$ cat config.mk
export PLATFORM = sky130hd
export DESIGN_NAME = sqrt_nr_top
export DESIGN_NICKNAME = d
export VERILOG_FILES = /design/src/rtl/sqrt_nr_pkg.sv /design/src/rtl/sqrt_nr_step.sv /design/src/rtl/sqrt_nr_ctrl.sv /design/src/rtl/sqrt_nr_top.sv
export SDC_FILE = /design/constraint.sdc
export NUM_CORES = 1
export LEC_CHECK = 0
export ABC_CLOCK_PERIOD_IN_PS = 3000
export BUFFER_PORTS_ARGS = -buffer_cell sky130_fd_sc_hd__buf_2
export CELL_PAD_IN_SITES_DETAIL_PLACEMENT = 1
export CELL_PAD_IN_SITES_GLOBAL_PLACEMENT = 2
export CORE_MARGIN = 4
export CORE_UTILIZATION = 25
export DETAILED_ROUTE_END_ITERATION = 12
export GPL_ROUTABILITY_DRIVEN = 0
export PLACE_DENSITY_LB_ADDON = 0.2
export SETUP_SLACK_MARGIN = 0.2
export SYNTH_ARGS = -nofsm -noshare
export SYNTH_HDL_FRONTEND = slang
export SYNTH_HIERARCHICAL = 1
export SYNTH_SLANG_ARGS = --single-unit
export TNS_END_PERCENT = 5
$ cat constraint.sdc
create_clock -name clk -period 3 [get_ports clk]
set_input_delay 0.6 -clock clk [delete_from_list [all_inputs] [get_ports clk]]
set_output_delay 0.6 -clock clk [all_outputs]
set_load 0.1 [all_outputs]
$ cat src/rtl/sqrt_nr_pkg.sv
package sqrt_nr_pkg;

    typedef enum logic [1:0] {
        PH_IDLE = 2'd0,
        PH_RUN  = 2'd1,
        PH_DONE = 2'd2
    } phase_e;

endpackage

$ cat src/rtl/sqrt_nr_step.sv
module sqrt_nr_step #(
    parameter int ROOT_W = 16,
    parameter int REM_W  = ROOT_W + 2
) (
    input  logic [REM_W-1:0]  rem_i,
    input  logic [ROOT_W-1:0] root_i,
    input  logic [1:0]        pair_i,
    output logic [REM_W-1:0]  rem_o,
    output logic [ROOT_W-1:0] root_o
);

    logic [REM_W-1:0] shifted;
    logic [REM_W-1:0] sub_term;
    logic [REM_W-1:0] add_term;

    always_comb begin
        shifted  = {rem_i[REM_W-3:0], pair_i};
        sub_term = {root_i, 2'b01};
        add_term = {root_i, 2'b11};
        if (!rem_i[REM_W-1]) begin
            rem_o = shifted - sub_term;
        end else begin
            rem_o = shifted + add_term;
        end
        root_o = {root_i[ROOT_W-2:0], ~rem_o[REM_W-1]};
    end

endmodule

$ cat src/rtl/sqrt_nr_ctrl.sv
module sqrt_nr_ctrl #(
    parameter int STEPS = 16
) (
    input  logic clk,
    input  logic rst_n,
    input  logic start_i,
    output logic load_o,
    output logic step_o,
    output logic busy_o,
    output logic done_o
);

    import sqrt_nr_pkg::*;

    localparam int CNT_W = (STEPS > 1) ? $clog2(STEPS) : 1;

    typedef struct packed {
        phase_e           phase;
        logic [CNT_W-1:0] cnt;
    } ctrl_s;

    ctrl_s ctrl_d;
    ctrl_s ctrl_q;
    logic  accept;

    always_comb begin
        ctrl_d = ctrl_q;
        accept = start_i && (ctrl_q.phase != PH_RUN);
        if (ctrl_q.phase == PH_RUN) begin
            if (ctrl_q.cnt == '0) begin
                ctrl_d.phase = PH_DONE;
            end else begin
                ctrl_d.cnt = ctrl_q.cnt - CNT_W'(1);
            end
        end
        if (accept) begin
            ctrl_d.phase = PH_RUN;
            ctrl_d.cnt   = CNT_W'(STEPS - 1);
        end
    end

    always_ff @(posedge clk or negedge rst_n) begin
        if (!rst_n) begin
            ctrl_q <= '{phase: PH_IDLE, cnt: '0};
        end else begin
            ctrl_q <= ctrl_d;
        end
    end

    assign load_o = accept;
    assign step_o = (ctrl_q.phase == PH_RUN);
    assign busy_o = (ctrl_q.phase == PH_RUN);
    assign done_o = (ctrl_q.phase == PH_DONE);

    // the iteration counter walks down by one on each busy cycle
    assert_count_walk_R2: assert property (@(posedge clk) disable iff (!rst_n)
        busy_o && ctrl_q.cnt != '0 |=> busy_o && ctrl_q.cnt == $past(ctrl_q.cnt) - CNT_W'(1));

    // the last iteration leads straight to done
    assert_run_ends_R2: assert property (@(posedge clk) disable iff (!rst_n)
        busy_o && ctrl_q.cnt == '0 |=> done_o);

    // a start seen while busy does not reload the counter
    assert_start_ignored_R5: assert property (@(posedge clk) disable iff (!rst_n)
        busy_o && start_i && ctrl_q.cnt != '0 |=> ctrl_q.cnt != CNT_W'(STEPS - 1));

endmodule

$ cat src/rtl/sqrt_nr_top.sv
module sqrt_nr_top #(
    parameter int RAD_W  = 32,
    parameter int ROOT_W = RAD_W / 2,
    parameter int REM_W  = ROOT_W + 2
) (
    input  logic              clk,
    input  logic              rst_n,
    input  logic              start_i,
    input  logic [RAD_W-1:0]  radicand_i,
    output logic              done_o,
    output logic [ROOT_W-1:0] root_o,
    output logic [REM_W-1:0]  rem_o
);

    typedef struct packed {
        logic [RAD_W-1:0]  rad;
        logic [REM_W-1:0]  rem;
        logic [ROOT_W-1:0] root;
    } dp_s;

    dp_s               dp_d;
    dp_s               dp_q;
    logic              load;
    logic              step;
    logic              busy;
    logic [REM_W-1:0]  rem_nx;
    logic [ROOT_W-1:0] root_nx;

    sqrt_nr_ctrl #(.STEPS(ROOT_W)) ctrl_i (
        .clk    (clk),
        .rst_n  (rst_n),
        .start_i(start_i),
        .load_o (load),
        .step_o (step),
        .busy_o (busy),
        .done_o (done_o)
    );

    sqrt_nr_step #(.ROOT_W(ROOT_W), .REM_W(REM_W)) step_i (
        .rem_i (dp_q.rem),
        .root_i(dp_q.root),
        .pair_i(dp_q.rad[RAD_W-1 -: 2]),
        .rem_o (rem_nx),
        .root_o(root_nx)
    );

    always_comb begin
        dp_d = dp_q;
        if (load) begin
            dp_d.rad  = radicand_i;
            dp_d.rem  = '0;
            dp_d.root = '0;
        end else if (step) begin
            dp_d.rad  = {dp_q.rad[RAD_W-3:0], 2'b00};
            dp_d.rem  = rem_nx;
            dp_d.root = root_nx;
        end
    end

    always_ff @(posedge clk or negedge rst_n) begin
        if (!rst_n) begin
            dp_q <= '0;
        end else begin
            dp_q <= dp_d;
        end
    end

    assign root_o = dp_q.root;
    assign rem_o  = dp_q.rem;

    // wide views for the remainder bound check
    logic signed [REM_W:0] rem_wide;
    logic signed [REM_W:0] twice_root;
    always_comb begin
        rem_wide   = $signed({dp_q.rem[REM_W-1], dp_q.rem});
        twice_root = $signed({2'b00, dp_q.root, 1'b0});
    end

    // each iteration shifts one new bit into the root
    assert_root_shift_R9: assert property (@(posedge clk) disable iff (!rst_n)
        $past(busy) |-> dp_q.root[ROOT_W-1:1] == $past(dp_q.root[ROOT_W-2:0]));

    // final remainder lies in [-(2Q+1), 2Q]
    assert_rem_bound_R4: assert property (@(posedge clk) disable iff (!rst_n)
        done_o |-> (rem_wide <= twice_root) && (rem_wide + twice_root + 1 >= 0));

    // the last root bit agrees with the sign of the final remainder
    assert_last_bit_R3: assert property (@(posedge clk) disable iff (!rst_n)
        done_o |-> dp_q.root[0] == ~dp_q.rem[REM_W-1]);

    // results hold while done and no new start arrives
    assert_done_hold_R6: assert property (@(posedge clk) disable iff (!rst_n)
        done_o && !start_i |=> done_o && $stable(dp_q.root) && $stable(dp_q.rem));

endmodule

==> metrics.cfg, run 1 <==
[sta]
finalSetupTns_ns = 0
final.min_clock_period_ns = 2.567
worst_slew_pin_slew_ns = 0.6739
finalCritPeriodShare_pct = 85.56
slew_headroom_pct = 55.07
grt_setup_unrepaired = no
setup_slack_ns = 0.4333
finalSetupViolations = 0
fin_skew_ns = 0.005581
finalHoldViolations = 0
clock.fmax_mhz = 389.6
slew_viol_final = 0

[critical_path]
crit_end = rem_o[17]
reg2reg_depth = 11
reg2reg_from = rem_o[17]
crit_type = reg2reg
critPathMaxFanout = 17
start_kind = flop
worst-path-stages = 11
cp.buffers_inverters = 1
required_ns = 3.21
cp-end-kind = flop
worstPathCellList = buf_6, xnor2_1, ha_1, and2_4, a221o_1, a211oi_2, o21ai_1, a31oi_4, xnor2_1, mux2i_1, nor2_1
r2r_slack_ns = 0.43
cp-startpoint = rem_o[17]
crit_path_frequent_cell = xnor2_1
r2r_end = rem_o[17]
cp_top_family = compound AO/OA/AOI/OAI gates
worst_ep_arrival_time_ns = 2.78
slowest_stage = dfrtp_1
max_stage_delay_ns = 0.40

[grt]
grt_pass1_wl_mm = 18.37
grt_overflow_total = 0
grt_max_degree = 76
antenna_found_initial = 0
grt_pass1_vias = 3544
grt_use_total_pct = 11.26

[clock_network]
cts.htree.levels = 3
cts_tree = yes
cts_buffer_depth = 2
clkTransAtPathRegs_ns = 0.06
cts_sinks = 72
cts-buffers-inserted = 9
clk-insertion-delay-late_ns = 0.34
root_buffer = clkbuf_16

[logic_synthesis]
synth_ff_type = dfrtp_1
synth-edff-count = 0
yosys.area.top_type_share_pct = 39.78
yosysWarnings = 6
yosysUniqueCellTypes = 50
synth_top_cell_by_area = dfrtp_1
synth_nets = 507
netlist_instances = 455
ys_seq_area_share_pct = 39.78
mappedNetlistArea_um2 = 4529
post-synth-top-count-cell = dfrtp_1
synth.area.top_cells = dfrtp_1 (40%), mux2i_1 (14%), buf_4 (8.6%)
async_flop_share_pct = 100.0
synth_seq_cells = 72
synth_common_cells = dfrtp_1 (72), mux2i_1 (64), buf_4 (52)
avgSynthCellArea_um2 = 9.955

[routing]
routedWlPerCell_um = 15.41
vias = 3124
via_per_inst = 4.476
finalWirelength_mm = 10.76
firstDrtPassIters = 4
ant_nets = 0
drc_errors = 0
drtIter0Drc = 104

[die]
start_util_pct = 25.83
die_area_um2 = 20330
die_h_um = 142.6
ioPinCount = 70
core_um2 = 17540
fp-row-count = 48
fp.dieW_um = 142.6

[flow_run]
maxCapViolations = 0

[layout]
drive_gt1_share_pct = 22.62
final_util_pct = 28.63
antenna_cells = 0
finish.net_count = 520
area_delta_synth_final_pct = 10.86

[place]
pre_cts_ws_ns = 0.3634
port_buffers = 69
dp_hpwl_mm = 7.593

[outcome]
status = complete, no violations

[min_path]
hp-class = in2async

==> worst register-to-register path, cell delays in order (launching register included) <==
cell      delay [ns]
dfrtp_1         0.40
buf_6           0.19
xnor2_1         0.15
ha_1            0.36
and2_4          0.21
a221o_1         0.31
a211oi_2        0.20
o21ai_1         0.13
a31oi_4         0.19
xnor2_1         0.10
mux2i_1         0.16
nor2_1          0.06
==> how the worst min path moves through the flow <==
| stage | cells past startpoint | startpoint | slack, ns | to |
|---|---|---|---|---|
| floorplan | 0 | rst_n | 0.30 | ctrl_i/ctrl_q[0] |
| global placement | 2 | ctrl_i/ctrl_q[4] | 0.51 | ctrl_i/ctrl_q[4] |
| detailed placement | 2 | ctrl_i/ctrl_q[4] | 0.53 | ctrl_i/ctrl_q[4] |
| CTS | 1 | rst_n | 0.32 | root_o[7] |
| global route | 1 | rst_n | 0.35 | root_o[7] |
| finish | 1 | rst_n | 0.30 | root_o[7] |
==> per-layer routing <==
| metal | GRT usage, % | vias up | wire length (µm) |
|---|---|---|---|
| li1 | - | 1528 | - |
| met1 | 14.43 | 1533 | 4885 |
| met2 | 18.64 | 52 | 5294 |
| met3 | 3.226 | 11 | 467 |
| met4 | 3.002 | 0 | 108 |
| met5 | 0 | - | 0 |
==> sequential cells by signal (all words and copies together), names as in the netlist <==
name           cells
rem_o             18
root_o            16
ctrl_i/ctrl_q      6
dp_q              32
==> metrics by stage <==
| stage | std cells | hold slack, ns | cell area, µm² |
|---|---|---|---|
| after floorplan | 455 | 0.3044 | 4529 |
| after global placement | 682 | 0.5119 | 4686 |
| after detailed placement | 682 | 0.5296 | 4686 |
| after CTS | 698 | 0.3232 | 5017 |
| after global routing | 698 | 0.3502 | 5021 |
| final | 698 | 0.3023 | 5021 |
==> layout make-up <==
class                           count  area (µm²)
Clock buffer                       11       252.7
Clock inverter                      5       78.83
Fill cell                        2023       12520
Inverter                           10       38.79
Multi-Input combinational cell    300        2133
Sequential cell                    72        1802
Tap cell                          225       281.5
Timing Repair Buffer               75       434.2
==> cell families (layout without fill, tap and decap cells) <==
family	Yosys count	in the layout	synth area share, %
compound gates	81	81	11.52
mux	64	64	14.14
simple gates	104	104	10.14
flops	72	72	39.78
xor+xnor	34	34	6.575
buf+inv	83	101	13.15
fa+ha+maj	17	17	4.696
==> cell usage in the layout (no fill, tap or decap), types with 2 or more instances in the layout <==
cell type / n
a211oi_2: 2
a21o_1: 3
a21oi_1: 10
a31oi_1: 3
a41o_2: 2
and2_4: 2
buf_12: 3
buf_2: 68
buf_4: 3
bufinv_16: 2
clkbuf_16: 9
clkbuf_8: 2
clkinv_2: 3
dfrtp_1: 72
ha_1: 17
inv_1: 9
mux2i_1: 64
nand2_1: 39
nand2b_1: 4
nor2_1: 42
nor2b_1: 2
nor3_1: 6
o211ai_1: 2
o21a_1: 2
o21ai_0: 37
o21ai_1: 6
o22ai_1: 2
xnor2_1: 25
xor2_1: 9
==> timing repair <==
item                                    CTS  global route
endpoints found under the setup margin    0             4
hold buffers                              0             0
buffers inserted                          0             0
resized for setup                         0             1
Power of run 1 is not shown: default switching activity piles up to over one toggle a cycle in this logic, so the estimate is an artifact.
==> run 2: changes to the inputs <==
CORE_UTILIZATION = 36   (was 25)
==> metrics.cfg, run 2 (synthesis gave the netlist of run 1 again) <==
[clock_network]
clk-insertion-delay-late_ns = 0.34  ; about the same
cts_setup_buffers = 0  ; unchanged
cts.htree.levels = 3  ; unchanged
cts_resized = 0  ; unchanged
cts_tree = yes  ; unchanged
hold_buffers = 0  ; unchanged
cts-buffers-inserted = 9  ; unchanged
cts_sinks = 72  ; unchanged
cts_buffer_depth = 2  ; unchanged
clkTransAtPathRegs_ns = 0.06  ; about the same
root_buffer = clkbuf_16  ; unchanged

[critical_path]
worst_ep_arrival_time_ns = 2.81  ; was 2.78 ns
r2r_slack_ns = 0.41  ; was 0.43 ns
reg2reg_from = rem_o[17]  ; unchanged
cp-startpoint = rem_o[17]  ; unchanged
max_stage_delay_ns = 0.38  ; was 0.40 ns
crit_path_frequent_cell = xnor2_1  ; unchanged
critPathMaxFanout = 18  ; was 17
crit_type = reg2reg  ; unchanged
required_ns = 3.22  ; was 3.21 ns
worstPathCellList = buf_6, xnor2_1, ha_1, and2_4, a221o_1, a211oi_2, o21ai_1, a31oi_4, xnor2_1, mux2i_1, nor2_1  ; unchanged
slowest_stage = dfrtp_1  ; unchanged
start_kind = flop  ; unchanged
r2r_end = rem_o[17]  ; unchanged
reg2reg_depth = 11  ; unchanged
cp-end-kind = flop  ; unchanged

[die]
start_util_pct = 37.24  ; was 25.83%
ioPinCount = 70  ; unchanged
die_area_um2 = 14440  ; was 20330 µm²
die_h_um = 120.2  ; was 142.6 µm
core_um2 = 12160  ; was 17540 µm²
fp.dieW_um = 120.2  ; was 142.6 µm
fp-row-count = 40  ; was 48

[sta]
slew_headroom_pct = 37.18  ; was 55.07%
finalCritPeriodShare_pct = 86.48  ; was 85.56%
finalSetupTns_ns = 0  ; unchanged
finalHoldViolations = 0  ; unchanged
grt_setup_unrepaired = no  ; unchanged
worst_slew_pin_slew_ns = 0.9423  ; was 0.6739 ns
clock.fmax_mhz = 385.5  ; was 389.6 MHz
finalSetupViolations = 0  ; unchanged
fin_skew_ns = 0.007976  ; was 0.005581 ns
slew_viol_final = 0  ; unchanged
final.min_clock_period_ns = 2.594  ; was 2.567 ns

[routing]
drc_errors = 0  ; unchanged
routedWlPerCell_um = 15.49  ; was 15.41 µm
firstDrtPassIters = 4  ; unchanged
via_per_inst = 4.906  ; was 4.476
finalWirelength_mm = 9.927  ; was 10.76 mm
ant_nets = 0  ; unchanged
drtIter0Drc = 107  ; was 104
vias = 3145  ; was 3124

[outcome]
status = complete, no violations  ; unchanged

[grt]
grt_pass1_vias = 3354  ; was 3544
grt_max_degree = 73  ; was 76
grt_use_total_pct = 14.72  ; was 11.26%
grt_pass1_wl_mm = 17.06  ; was 18.37 mm
grt_overflow_total = 0  ; unchanged
antenna_found_initial = 0  ; unchanged

[layout]
layout_commonest_cell = dfrtp_1  ; unchanged
finish.net_count = 520  ; unchanged
largest_reg_flops = 32  ; unchanged
drive_gt1_share_pct = 23.04  ; was 22.62%
antenna_cells = 0  ; unchanged
area_delta_synth_final_pct = 8.039  ; was 10.86%
largest_register = dp_q  ; unchanged
layout_common_cells = dfrtp_1 (72), buf_2 (68), mux2i_1 (64)  ; unchanged

[place]
dp_hpwl_mm = 7.165  ; was 7.593 mm
port_buffers = 69  ; unchanged

[flow_run]
maxCapViolations = 0  ; unchanged

[min_path]
hp-class = in2async  ; unchanged

==> run 2: changes by cell type in the layout (fill, tap and decap cells not counted), moves of 2 or more <==
cell / before / now
buf_12: 3 / 0
buf_4: 3 / 6
clkbuf_8: 2 / 0
inv_6: 0 / 3
==> run 2: area by class of cell <==
class	count	area, µm²
tap	168	210.2
clock inverter	7	77.57
timing repair buffer	75	396.6
sequential	72	1802
multi-input combinational	300	2143
inverter	10	38.79
fill	1396	7268
clock buffer	9	225.2
==> run 2: critical path: cells and delay by family (launching register included) <==
kind	cells	cell delay (ns)
AO/OA/AOI/OAI	4	0.87
flip-flops	1	0.38
adder cells (fa/ha/maj)	1	0.37
AND/OR/NAND/NOR	2	0.27
XOR/XNOR	2	0.25
buffers and inverters	1	0.19
multiplexers	1	0.14
==> run 2: worst max path at each step <==
stage / depth (start not counted) / to / slack (ns)
after CTS: 11 / rem_o[12] / 0.30
after floorplan: 12 / rem_o[16] / 0.31
after global placement: 11 / root_o[0] / 0.42
after global routing: 11 / root_o[0] / 0.22
after detailed placement: 11 / rem_o[12] / 0.32
final: 11 / rem_o[17] / 0.41
==> run 2: metal layers <==
metal	track usage [%]	vias to the layer above	routed length, µm	share of wire, %
met1	19.31	1551	4634	47
li1	-	1531	-	-
met5	0	-	0	0
met3	3.393	13	402	4.0
met2	23.39	50	4710	47
met4	6.013	0	180	1.8
==> run 2: metrics by stage <==
stage          hold slack, ns  cells  util [%]  area [µm²]  setup WS [ns]
6_report               0.3696    641     40.24        4893         0.4057
5_1_grt                0.4669    641     40.24        4893         0.2164
3_5_place_dp           0.5190    625     37.63        4577         0.3210
3_3_place_gp           0.5097    625     37.63        4577         0.4185
4_1_cts                0.4402    641     40.12        4880         0.2998
2_1_floorplan          0.3044    455         -        4529         0.3130
Power of run 2 is left out for the same reason.
